==> src/rtl/aud_tx_pkg.sv <==
`timescale 1ns/1ps
package aud_tx_pkg;
   // register byte offsets
   localparam int unsigned OFS_CTRL = 32'h00;
   localparam int unsigned OFS_CFG  = 32'h04;
   localparam int unsigned OFS_FIFO = 32'h0C;
   localparam int unsigned OFS_FCTL = 32'h14;
   localparam int unsigned OFS_FSTA = 32'h18;
   localparam int unsigned OFS_IEN  = 32'h1C;
   localparam int unsigned OFS_ISTA = 32'h20;
   localparam int unsigned OFS_CNT  = 32'h24;
   localparam int unsigned OFS_CS0  = 32'h2C;
   localparam int unsigned OFS_CS1  = 32'h30;

   // field positions
   localparam int unsigned CTRL_RST     = 0;
   localparam int unsigned CTRL_GEN     = 1;
   localparam int unsigned CTRL_MCLK    = 2;
   localparam int unsigned CTRL_DIV_LSB = 4;
   localparam int unsigned CFG_TXEN     = 0;
   localparam logic [31:0] CFG_WMASK    = 32'h8003_01FF;
   localparam int unsigned FCTL_FLUSH    = 17;
   localparam int unsigned FCTL_TRIG_LSB = 8;
   localparam int unsigned FCTL_IMODE    = 2;
   localparam int unsigned FSTA_SPACE    = 14;
   localparam int unsigned FSTA_FREE_LSB = 8;
   localparam int unsigned IRQ_DRQ = 7;
   localparam int unsigned IRQ_UND = 6;
   localparam int unsigned IRQ_OVR = 5;
   localparam int unsigned IRQ_LOW = 4;

   // event vector order: [2] underrun, [1] overrun, [0] low level
   typedef struct packed {
      logic under;
      logic over;
      logic low;
   } tx_evt_t;
endpackage

==> src/rtl/aud_tx_fifo.sv <==
`timescale 1ns/1ps
module aud_tx_fifo #(
   parameter int unsigned DEPTH    = 32,
   parameter int unsigned SAMPLE_W = 24,
   parameter int unsigned FILL_W   = $clog2(DEPTH + 1)
) (
   input  logic                clk,
   input  logic                rst_n,
   input  logic                clr,
   input  logic                push,
   input  logic [SAMPLE_W-1:0] push_data,
   input  logic                pull,
   output logic [SAMPLE_W-1:0] head,
   output logic [FILL_W-1:0]   fill,
   output logic                pop_ok,
   output logic                overrun,
   output logic                underrun
);
   localparam int unsigned PTR_W = (DEPTH > 1) ? $clog2(DEPTH) : 1;
   localparam logic [PTR_W-1:0]  LAST = PTR_W'(DEPTH - 1);
   localparam logic [FILL_W-1:0] FULL = FILL_W'(DEPTH);

   logic [SAMPLE_W-1:0] mem [DEPTH];
   logic [PTR_W-1:0]    wp, rp;
   logic [FILL_W-1:0]   cnt;
   logic                push_ok;
   logic                empty;

   function automatic logic [PTR_W-1:0] step(input logic [PTR_W-1:0] p);
      return (p == LAST) ? '0 : p + PTR_W'(1);
   endfunction

   assign empty    = (cnt == '0);
   assign pop_ok   = pull & ~empty & ~clr;
   assign push_ok  = push & ~clr & ((cnt != FULL) | pop_ok);
   assign overrun  = push & ~clr & ~push_ok;
   assign underrun = pull & ~clr & empty;
   assign fill     = cnt;
   assign head     = empty ? '0 : mem[rp];

   always_ff @(posedge clk or negedge rst_n) begin
      if (!rst_n) begin
         wp  <= '0;
         rp  <= '0;
         cnt <= '0;
      end else if (clr) begin
         wp  <= '0;
         rp  <= '0;
         cnt <= '0;
      end else begin
         if (push_ok) wp <= step(wp);
         if (pop_ok)  rp <= step(rp);
         case ({push_ok, pop_ok})
            2'b10:   cnt <= cnt + FILL_W'(1);
            2'b01:   cnt <= cnt - FILL_W'(1);
            default: cnt <= cnt;
         endcase
      end
   end

   always_ff @(posedge clk) begin
      if (push_ok) mem[wp] <= push_data;
   end
endmodule

==> src/rtl/aud_tx_irq.sv <==
`timescale 1ns/1ps
module aud_tx_irq
   import aud_tx_pkg::*;
(
   input  logic    clk,
   input  logic    rst_n,
   input  logic    clr,
   input  tx_evt_t evt,
   input  tx_evt_t w1c,
   input  tx_evt_t ie,
   output tx_evt_t sta,
   output logic    irq
);
   always_ff @(posedge clk or negedge rst_n) begin
      if (!rst_n)   sta <= '0;
      else if (clr) sta <= '0;
      else          sta <= (sta & ~w1c) | evt;
   end

   assign irq = |(sta & ie);
endmodule

==> src/rtl/aud_tx_regs.sv <==
`timescale 1ns/1ps
module aud_tx_regs
   import aud_tx_pkg::*;
#(
   parameter int unsigned ADDR_W  = 8,
   parameter int unsigned DEPTH   = 32,
   parameter int unsigned FILL_W  = 6,
   parameter int unsigned DIV_W   = 4,
   parameter int unsigned TRIG_W  = 5,
   parameter int unsigned TXCNT_W = 32
) (
   input  logic               clk,
   input  logic               rst_n,
   input  logic               bus_we,
   input  logic [ADDR_W-1:0]  bus_addr,
   input  logic [31:0]        bus_wdata,
   output logic [31:0]        bus_rdata,
   input  logic [FILL_W-1:0]  fill,
   input  tx_evt_t            sta,
   input  logic               pop,
   output logic               glob_en,
   output logic               mclk_oe,
   output logic [DIV_W-1:0]   mclk_div,
   output logic [31:0]        tx_cfg,
   output logic [TRIG_W-1:0]  trig,
   output logic               imode,
   output tx_evt_t            ie,
   output logic               drq_en,
   output logic [31:0]        cs0,
   output logic [31:0]        cs1,
   output logic               soft_rst,
   output logic               flush,
   output tx_evt_t            w1c,
   output logic               fifo_we,
   output logic [TXCNT_W-1:0] tx_count
);
   logic we_ctrl, we_cfg, we_fctl, we_ien, we_ista, we_cnt, we_cs0, we_cs1;
   logic [DIV_W-2:0]  div_hi;
   logic [FILL_W-1:0] free;

   assign we_ctrl = bus_we && (bus_addr == ADDR_W'(OFS_CTRL));
   assign we_cfg  = bus_we && (bus_addr == ADDR_W'(OFS_CFG));
   assign fifo_we = bus_we && (bus_addr == ADDR_W'(OFS_FIFO));
   assign we_fctl = bus_we && (bus_addr == ADDR_W'(OFS_FCTL));
   assign we_ien  = bus_we && (bus_addr == ADDR_W'(OFS_IEN));
   assign we_ista = bus_we && (bus_addr == ADDR_W'(OFS_ISTA));
   assign we_cnt  = bus_we && (bus_addr == ADDR_W'(OFS_CNT));
   assign we_cs0  = bus_we && (bus_addr == ADDR_W'(OFS_CS0));
   assign we_cs1  = bus_we && (bus_addr == ADDR_W'(OFS_CS1));

   assign mclk_div = {div_hi, 1'b0};
   assign free     = FILL_W'(DEPTH) - fill;

   always_comb begin
      w1c = '0;
      if (we_ista) begin
         w1c.under = bus_wdata[IRQ_UND];
         w1c.over  = bus_wdata[IRQ_OVR];
         w1c.low   = bus_wdata[IRQ_LOW];
      end
   end

   always_ff @(posedge clk or negedge rst_n) begin
      if (!rst_n) begin
         soft_rst <= 1'b0;
         flush    <= 1'b0;
         glob_en  <= 1'b0;
         mclk_oe  <= 1'b0;
         div_hi   <= '0;
         tx_cfg   <= '0;
         trig     <= '0;
         imode    <= 1'b0;
         ie       <= '0;
         drq_en   <= 1'b0;
         cs0      <= '0;
         cs1      <= '0;
         tx_count <= '0;
      end else begin
         soft_rst <= we_ctrl & bus_wdata[CTRL_RST];
         flush    <= we_fctl & bus_wdata[FCTL_FLUSH];
         if (we_ctrl) begin
            glob_en <= bus_wdata[CTRL_GEN];
            mclk_oe <= bus_wdata[CTRL_MCLK];
            div_hi  <= bus_wdata[CTRL_DIV_LSB+1 +: DIV_W-1];
         end
         if (we_cfg) tx_cfg <= bus_wdata & CFG_WMASK;
         if (we_fctl) begin
            trig  <= bus_wdata[FCTL_TRIG_LSB +: TRIG_W];
            imode <= bus_wdata[FCTL_IMODE];
         end
         if (we_ien) begin
            drq_en   <= bus_wdata[IRQ_DRQ];
            ie.under <= bus_wdata[IRQ_UND];
            ie.over  <= bus_wdata[IRQ_OVR];
            ie.low   <= bus_wdata[IRQ_LOW];
         end
         if (we_cs0) cs0 <= bus_wdata;
         if (we_cs1) cs1 <= bus_wdata;
         if (soft_rst)    tx_count <= '0;
         else if (we_cnt) tx_count <= bus_wdata[TXCNT_W-1:0];
         else if (pop)    tx_count <= tx_count + TXCNT_W'(1);
      end
   end

   always_comb begin
      bus_rdata = '0;
      case (bus_addr)
         ADDR_W'(OFS_CTRL): begin
            bus_rdata[CTRL_RST]                    = soft_rst;
            bus_rdata[CTRL_GEN]                    = glob_en;
            bus_rdata[CTRL_MCLK]                   = mclk_oe;
            bus_rdata[CTRL_DIV_LSB +: DIV_W]       = mclk_div;
         end
         ADDR_W'(OFS_CFG):  bus_rdata = tx_cfg;
         ADDR_W'(OFS_FCTL): begin
            bus_rdata[FCTL_FLUSH]                  = flush;
            bus_rdata[FCTL_TRIG_LSB +: TRIG_W]     = trig;
            bus_rdata[FCTL_IMODE]                  = imode;
         end
         ADDR_W'(OFS_FSTA): begin
            bus_rdata[FSTA_SPACE]                  = (free != '0);
            bus_rdata[FSTA_FREE_LSB +: FILL_W]     = free;
         end
         ADDR_W'(OFS_IEN): begin
            bus_rdata[IRQ_DRQ] = drq_en;
            bus_rdata[IRQ_UND] = ie.under;
            bus_rdata[IRQ_OVR] = ie.over;
            bus_rdata[IRQ_LOW] = ie.low;
         end
         ADDR_W'(OFS_ISTA): begin
            bus_rdata[IRQ_UND] = sta.under;
            bus_rdata[IRQ_OVR] = sta.over;
            bus_rdata[IRQ_LOW] = sta.low;
         end
         ADDR_W'(OFS_CNT):  bus_rdata[TXCNT_W-1:0] = tx_count;
         ADDR_W'(OFS_CS0):  bus_rdata = cs0;
         ADDR_W'(OFS_CS1):  bus_rdata = cs1;
         default:           bus_rdata = '0;
      endcase
   end
endmodule

==> src/rtl/aud_tx_ctrl.sv <==
`timescale 1ns/1ps
module aud_tx_ctrl
   import aud_tx_pkg::*;
#(
   parameter int unsigned ADDR_W   = 8,
   parameter int unsigned DEPTH    = 32,
   parameter int unsigned SAMPLE_W = 24,
   parameter int unsigned DIV_W    = 4,
   parameter int unsigned TRIG_W   = 5,
   parameter int unsigned TXCNT_W  = 32
) (
   input  logic                clk,
   input  logic                rst_n,
   input  logic                bus_we,
   input  logic [ADDR_W-1:0]   bus_addr,
   input  logic [31:0]         bus_wdata,
   output logic [31:0]         bus_rdata,
   input  logic                dma_we,
   input  logic [15:0]         dma_wdata,
   output logic                dma_req,
   input  logic                enc_pull,
   output logic [SAMPLE_W-1:0] enc_sample,
   output logic                enc_active,
   output logic [31:0]         enc_cfg,
   output logic [31:0]         enc_cs0,
   output logic [31:0]         enc_cs1,
   output logic                mclk_oe,
   output logic [DIV_W-1:0]    mclk_div,
   output logic                irq
);
   localparam int unsigned FILL_W = $clog2(DEPTH + 1);

   // elaboration-time parameter checks
   if (ADDR_W < 6)                    begin : g_bad_addr  $error("ADDR_W below 6"); end
   if (DEPTH < 2)                     begin : g_bad_depth $error("DEPTH below 2"); end
   if (FILL_W > 6)                    begin : g_bad_fill  $error("DEPTH too large for the free-count field"); end
   if (SAMPLE_W < 16 || SAMPLE_W > 32) begin : g_bad_smp  $error("SAMPLE_W out of range"); end
   if (DIV_W < 2 || DIV_W > 4)        begin : g_bad_div   $error("DIV_W out of range"); end
   if (TRIG_W < 1 || TRIG_W > 5)      begin : g_bad_trig  $error("TRIG_W out of range"); end
   if (TXCNT_W < 1 || TXCNT_W > 32)   begin : g_bad_cnt   $error("TXCNT_W out of range"); end

   logic                glob_en, imode, drq_en, soft_rst, flush, bus_fifo_we;
   logic [TRIG_W-1:0]   trig;
   tx_evt_t             ie, w1c, sta, evt;
   logic [FILL_W-1:0]   fill;
   logic                pop_ok, ovr_p, und_p, low_lvl, tx_active;
   logic                push, clr;
   logic [SAMPLE_W-1:0] dma_word, push_data;
   logic [TXCNT_W-1:0]  tx_count;

   aud_tx_regs #(
      .ADDR_W(ADDR_W), .DEPTH(DEPTH), .FILL_W(FILL_W),
      .DIV_W(DIV_W), .TRIG_W(TRIG_W), .TXCNT_W(TXCNT_W)
   ) u_regs (
      .clk(clk), .rst_n(rst_n),
      .bus_we(bus_we), .bus_addr(bus_addr), .bus_wdata(bus_wdata), .bus_rdata(bus_rdata),
      .fill(fill), .sta(sta), .pop(pop_ok),
      .glob_en(glob_en), .mclk_oe(mclk_oe), .mclk_div(mclk_div),
      .tx_cfg(enc_cfg), .trig(trig), .imode(imode), .ie(ie), .drq_en(drq_en),
      .cs0(enc_cs0), .cs1(enc_cs1), .soft_rst(soft_rst), .flush(flush),
      .w1c(w1c), .fifo_we(bus_fifo_we), .tx_count(tx_count)
   );

   // DMA word placement inside the sample
   if (SAMPLE_W > 16) begin : g_wide
      always_comb dma_word = imode ? {{(SAMPLE_W-16){1'b0}}, dma_wdata}
                                   : {dma_wdata, {(SAMPLE_W-16){1'b0}}};
   end else begin : g_narrow
      always_comb dma_word = imode ? dma_wdata : dma_wdata;
   end

   assign push      = dma_we | bus_fifo_we;
   assign push_data = dma_we ? dma_word : bus_wdata[SAMPLE_W-1:0];
   assign clr       = soft_rst | flush;
   assign tx_active = glob_en & enc_cfg[CFG_TXEN];
   assign enc_active = tx_active;

   aud_tx_fifo #(.DEPTH(DEPTH), .SAMPLE_W(SAMPLE_W), .FILL_W(FILL_W)) u_fifo (
      .clk(clk), .rst_n(rst_n), .clr(clr),
      .push(push), .push_data(push_data),
      .pull(enc_pull & tx_active),
      .head(enc_sample), .fill(fill), .pop_ok(pop_ok),
      .overrun(ovr_p), .underrun(und_p)
   );

   assign low_lvl = (32'(fill) <= 32'(trig));
   assign dma_req = glob_en & drq_en & low_lvl;

   always_comb begin
      evt.under = und_p;
      evt.over  = ovr_p;
      evt.low   = low_lvl;
   end

   aud_tx_irq u_irq (
      .clk(clk), .rst_n(rst_n), .clr(soft_rst),
      .evt(evt), .w1c(w1c), .ie(ie), .sta(sta), .irq(irq)
   );
endmodule

==> config.mk <==
export PLATFORM = sky130hd
export DESIGN_NAME = aud_tx_ctrl
export DESIGN_NICKNAME = d
export VERILOG_FILES = /design/src/rtl/aud_tx_pkg.sv /design/src/rtl/aud_tx_fifo.sv /design/src/rtl/aud_tx_irq.sv /design/src/rtl/aud_tx_regs.sv /design/src/rtl/aud_tx_ctrl.sv
export SDC_FILE = /design/constraint.sdc
export NUM_CORES = 1
export LEC_CHECK = 0
export ABC_CLOCK_PERIOD_IN_PS = 6800
export BUFFER_PORTS_ARGS = -buffer_cell sky130_fd_sc_hd__clkbuf_2
export CORE_UTILIZATION = 65
export DETAILED_ROUTE_END_ITERATION = 12
export PLACE_DENSITY = 0.84
export SLEW_MARGIN = 20
export SYNTH_ARGS = -nofsm -noshare
export SYNTH_HDL_FRONTEND = slang
export SYNTH_SLANG_ARGS = --single-unit
export TNS_END_PERCENT = 1
==> constraint.sdc <==
create_clock -name clk -period 6.8 [get_ports clk]
set_clock_uncertainty 0.05 [all_clocks]
set_input_delay 0.68 -clock clk [delete_from_list [all_inputs] [get_ports clk]]
set_output_delay 0.68 -clock clk [all_outputs]
set_load 0.02 [all_outputs]
==> results_dict.tcl <==
set metrics [dict create \
    cts_resized 0 \
    fp-row-count 87 \
    grt_usage_pct 35.7 \
    wire_per_inst_um 30.5 \
    r2r_setup_slack_ps 2220 \
    grt_pass1_wl_um 154000 \
    grt_pass1_vias 24100 \
    via_per_inst 7.04 \
    dp_cells 3273 \
    synth_top_family_by_area "multiplexers" \
    swShare_pct 25.3 \
    setup_viol 0 \
    total_leakage_power_nw 14.8 \
    reg2regPathDepth 7 \
    p_seq_share_pct 51.4 \
    postCtsSetupBuffers 0 \
    drc 0 \
    synthesis.area_sq_um 37600 \
    fillCellCount 3194 \
    rsz0062_at_grt "no" \
    routed_wl_um 105000 \
    regToRegEndpoint "u_fifo.mem[24][14]" \
    cts_num_sinks 912 \
    critPathTopFamily "compound AO/OA/AOI/OAI gates" \
    cts-buffers-inserted 88 \
    peakVddDrop_uv 216 \
    ys_async_sr_fraction_pct 15.8 \
    synthSimpleGateAreaFrac_pct 4.83 \
    fmax_mhz 188 \
    combPwrFrac_pct 10.5 \
    hold_violations 0 \
    dp_hpwl_um 60900 \
    postLayoutCellArea_sq_um 42800 \
    path_depth 8 \
    muxShareOfSynthArea_pct 12.4 \
    final-seq-area_sq_um 26700 \
    critPathBufInv 2 \
    portBuffers 199 \
    initial_core_util_pct 66.2 \
    overflow 0 \
    fp.dieArea_sq_um 58800 \
    worstPathCellList "buf_4 -> nand2b_4 -> o221ai_1 -> o22ai_1 -> a211oi_1 -> a21oi_1 -> nor2_1 -> clkbuf_2" \
    arrival_ps 4580 \
    seq_area_frac_synth_pct 70.9 \
    period_minus_slack_ps 5310 \
    min_period_over_period_pct 78.2 \
    slew_violations 0 \
    synth_compound_area_share_pct 8.16 \
    reg2reg_from "u_regs.soft_rst" \
    intPower_mw 9.71 \
    crit_start "u_fifo.rp[2]" \
    tns_ps 0 \
    worst-slew-pin-transition_ps 1180 \
    outcome "complete, no violations" \
    crit_type "reg2out" \
    p_sw_mw 3.30 \
    critPathMaxStageDelay_ps 840 \
    cts_tree "yes" \
    synth_top_area_cell "edfxtp_1" \
    multi_input_area_sq_um 10400 \
    holdWs_ps 77.8 \
    area_delta_synth_final_pct 13.8 \
    path_max_fanout 96 \
    hold_path_class "in2async" \
    end_kind "output pin" \
    final_util_pct 75.3 \
    root_buffer "clkbuf_16" \
    avgSynthCellArea_sq_um 15.7 \
    finalWorstSetupSlack_ps 1490 \
    synthCells 2399 \
    clkPwrFrac_pct 38.2 \
    cp.required_ps 6070 \
    synthAdderAreaFrac_pct 0.532 \
    worst_path_max_delay_cell "dfrtp_2" \
    first_pass_iters 8 \
    drtIter0Drc 3730 \
    antenna_found_initial 4 \
    gp_congestion 0.935 \
    num_vias 24200 \
    synth_edf_count 768 \
    ys.flop_type "edfxtp_1" \
    path_clk_slew_ps 60 \
    antennaDiodeCount 0 \
    h-tree-depth 3 \
    slew_headroom_pct 21.5 \
    stdcell_count 3433 \
    die_w_um 243 \
    max_cap_viol_count 0 \
    grt_max_degree 97 \
    io_pins 221 \
    cts_hold_buf 0 \
    fp.dieH_um 243 \
    synth-seq-cells 912 \
    synth_cell_types 56 \
    cts.path.max_buffers 3 \
    start_kind "flop" \
    synth.yosys.warnings 0 \
    clk_latency_ps 650 \
    crit_path_end "enc_sample[13]" \
    powerDensity_nw_per_um2 304 \
    drive_gt1_share_pct 24.7 \
    preCtsSetupSlack_ps 1970 \
    place_area_sq_um 39800 \
    core_area_sq_um 56800 \
    synth.top_cell.area_share_pct 61.3 \
    ant_nets 0 \
    synthTopCellsByArea "edfxtp_1 (61%), dfrtp_1 (9.6%), mux4_2 (5.7%)" \
    power_mw 13.0 \
    final_nets 2685 \
    synth-xor-area-share_pct 0.722 \
]
[cells in the mapped netlist, types with 2 or more instances]
master    number
a22oi_1       28
nand4_1       15
mux2i_1      153
edfxtp_1     768
buf_1         10
o21ai_0      137
clkbuf_1     100
o22ai_1       48
mux4_2        96
a222oi_1      26
ha_1          16
a32oi_1        2
xnor2_1       12
inv_1         44
buf_4         22
o221ai_1      48
nor2_1       133
nor2b_1        2
and2_1         7
o31ai_1        3
a21oi_1      119
and3_1        10
nor3_1         6
nand2b_1       8
buf_2         33
nor4_1         2
xor2_1        19
a311oi_1       5
mux2_2        87
or4_1          2
nand3b_1       7
o21a_1         3
or3_1          7
nand3_1       26
and4_1         2
a31oi_1        5
nand2_1      175
dfrtp_1      144
a211oi_1      52
[power groups by stage]
stage | combinational (mW) | sequential [mW] | clock [mW]
floorplan | 0.797 | 6.67 | 0
global placement | 1.19 | 6.74 | 0
detailed placement | 1.29 | 6.78 | 0
CTS | 1.32 | 6.67 | 4.97
global route | 1.43 | 6.70 | 5.18
finish | 1.36 | 6.68 | 4.97
[layout by cell type (no fill, tap or decap), types with 9 or more instances in the layout]
cell / Yosys / routed
nand3_1: 26 / 26
a22oi_1: 28 / 28
o22ai_1: 48 / 48
inv_1: 44 / 44
a21oi_1: 119 / 111
edfxtp_1: 768 / 768
conb_1: 1 / 21
buf_4: 22 / 55
xor2_1: 19 / 19
nand4_1: 15 / 15
nand2_1: 175 / 173
o21ai_2: 0 / 9
mux2i_1: 153 / 153
clkbuf_8: 0 / 10
and3_1: 10 / 10
a211oi_1: 52 / 51
clkbuf_16: 0 / 92
nor2_2: 1 / 28
clkbuf_1: 100 / 12
dfrtp_1: 144 / 139
nor2_1: 133 / 96
clkbuf_2: 0 / 198
clkinv_1: 0 / 14
mux4_2: 96 / 96
ha_1: 16 / 16
o21ai_0: 137 / 121
nor2_4: 0 / 10
a222oi_1: 26 / 26
xnor2_1: 12 / 12
mux2_2: 87 / 87
clkinv_2: 0 / 17
o221ai_1: 48 / 48
[layout make-up]
cell class                      instances  area share [%]
Multi-Input combinational cell       1298            24.3
Clock buffer                          114            5.81
Inverter                               44           0.386
Tap cell                              756            2.21
Timing Repair Buffer                  264            3.88
Clock inverter                         45            1.04
Sequential cell                       912            62.3
[per-layer routing]
layer  share of wire [%]  track usage, %  up-vias
met5               0.043               0        -
met4                 5.1            16.4        6
met3                  13            9.42      393
met2                  47            56.2     2017
met1                  35            47.1    12000
li1                    -               -     9775
[how the worst min path moves through the flow]
| stage | start | end | cells after the start |
|---|---|---|---|
| after floorplan | rst_n | u_fifo.fill[0] | 0 |
| after global placement | u_regs.cs1[16] | u_regs.cs1[16] | 2 |
| after detailed placement | u_regs.cs1[17] | u_regs.cs1[17] | 2 |
| after CTS | rst_n | u_regs.tx_count[1] | 1 |
| after global routing | rst_n | u_regs.cs0[1] | 1 |
| final | rst_n | u_regs.cs0[28] | 1 |
[kinds of logic (layout without fill, tap and decap cells)]
| kind of cell | count (synthesis) | count (layout) |
|---|---|---|
| AOI/OAI and AO/OA | 483 | 483 |
| adders and majority gates | 16 | 16 |
| DFF | 912 | 912 |
| muxes | 336 | 336 |
| xor gates and xnor gates | 31 | 31 |
| and+or+nand+nor | 411 | 411 |
| buffers and inverters | 209 | 467 |
| other | 1 | 21 |
[state kept, by name, indices dropped and copies added (netlist names), 3 cells and up]
name,count
u_fifo.fill,6
u_fifo.mem,768
u_fifo.rp,5
u_fifo.wp,5
u_irq.sta,3
u_regs.cs0,32
u_regs.cs1,32
u_regs.div_hi,3
u_regs.ie,3
u_regs.trig,5
u_regs.tx_cfg,12
u_regs.tx_count,32
(Power assumes the default switching activity.)
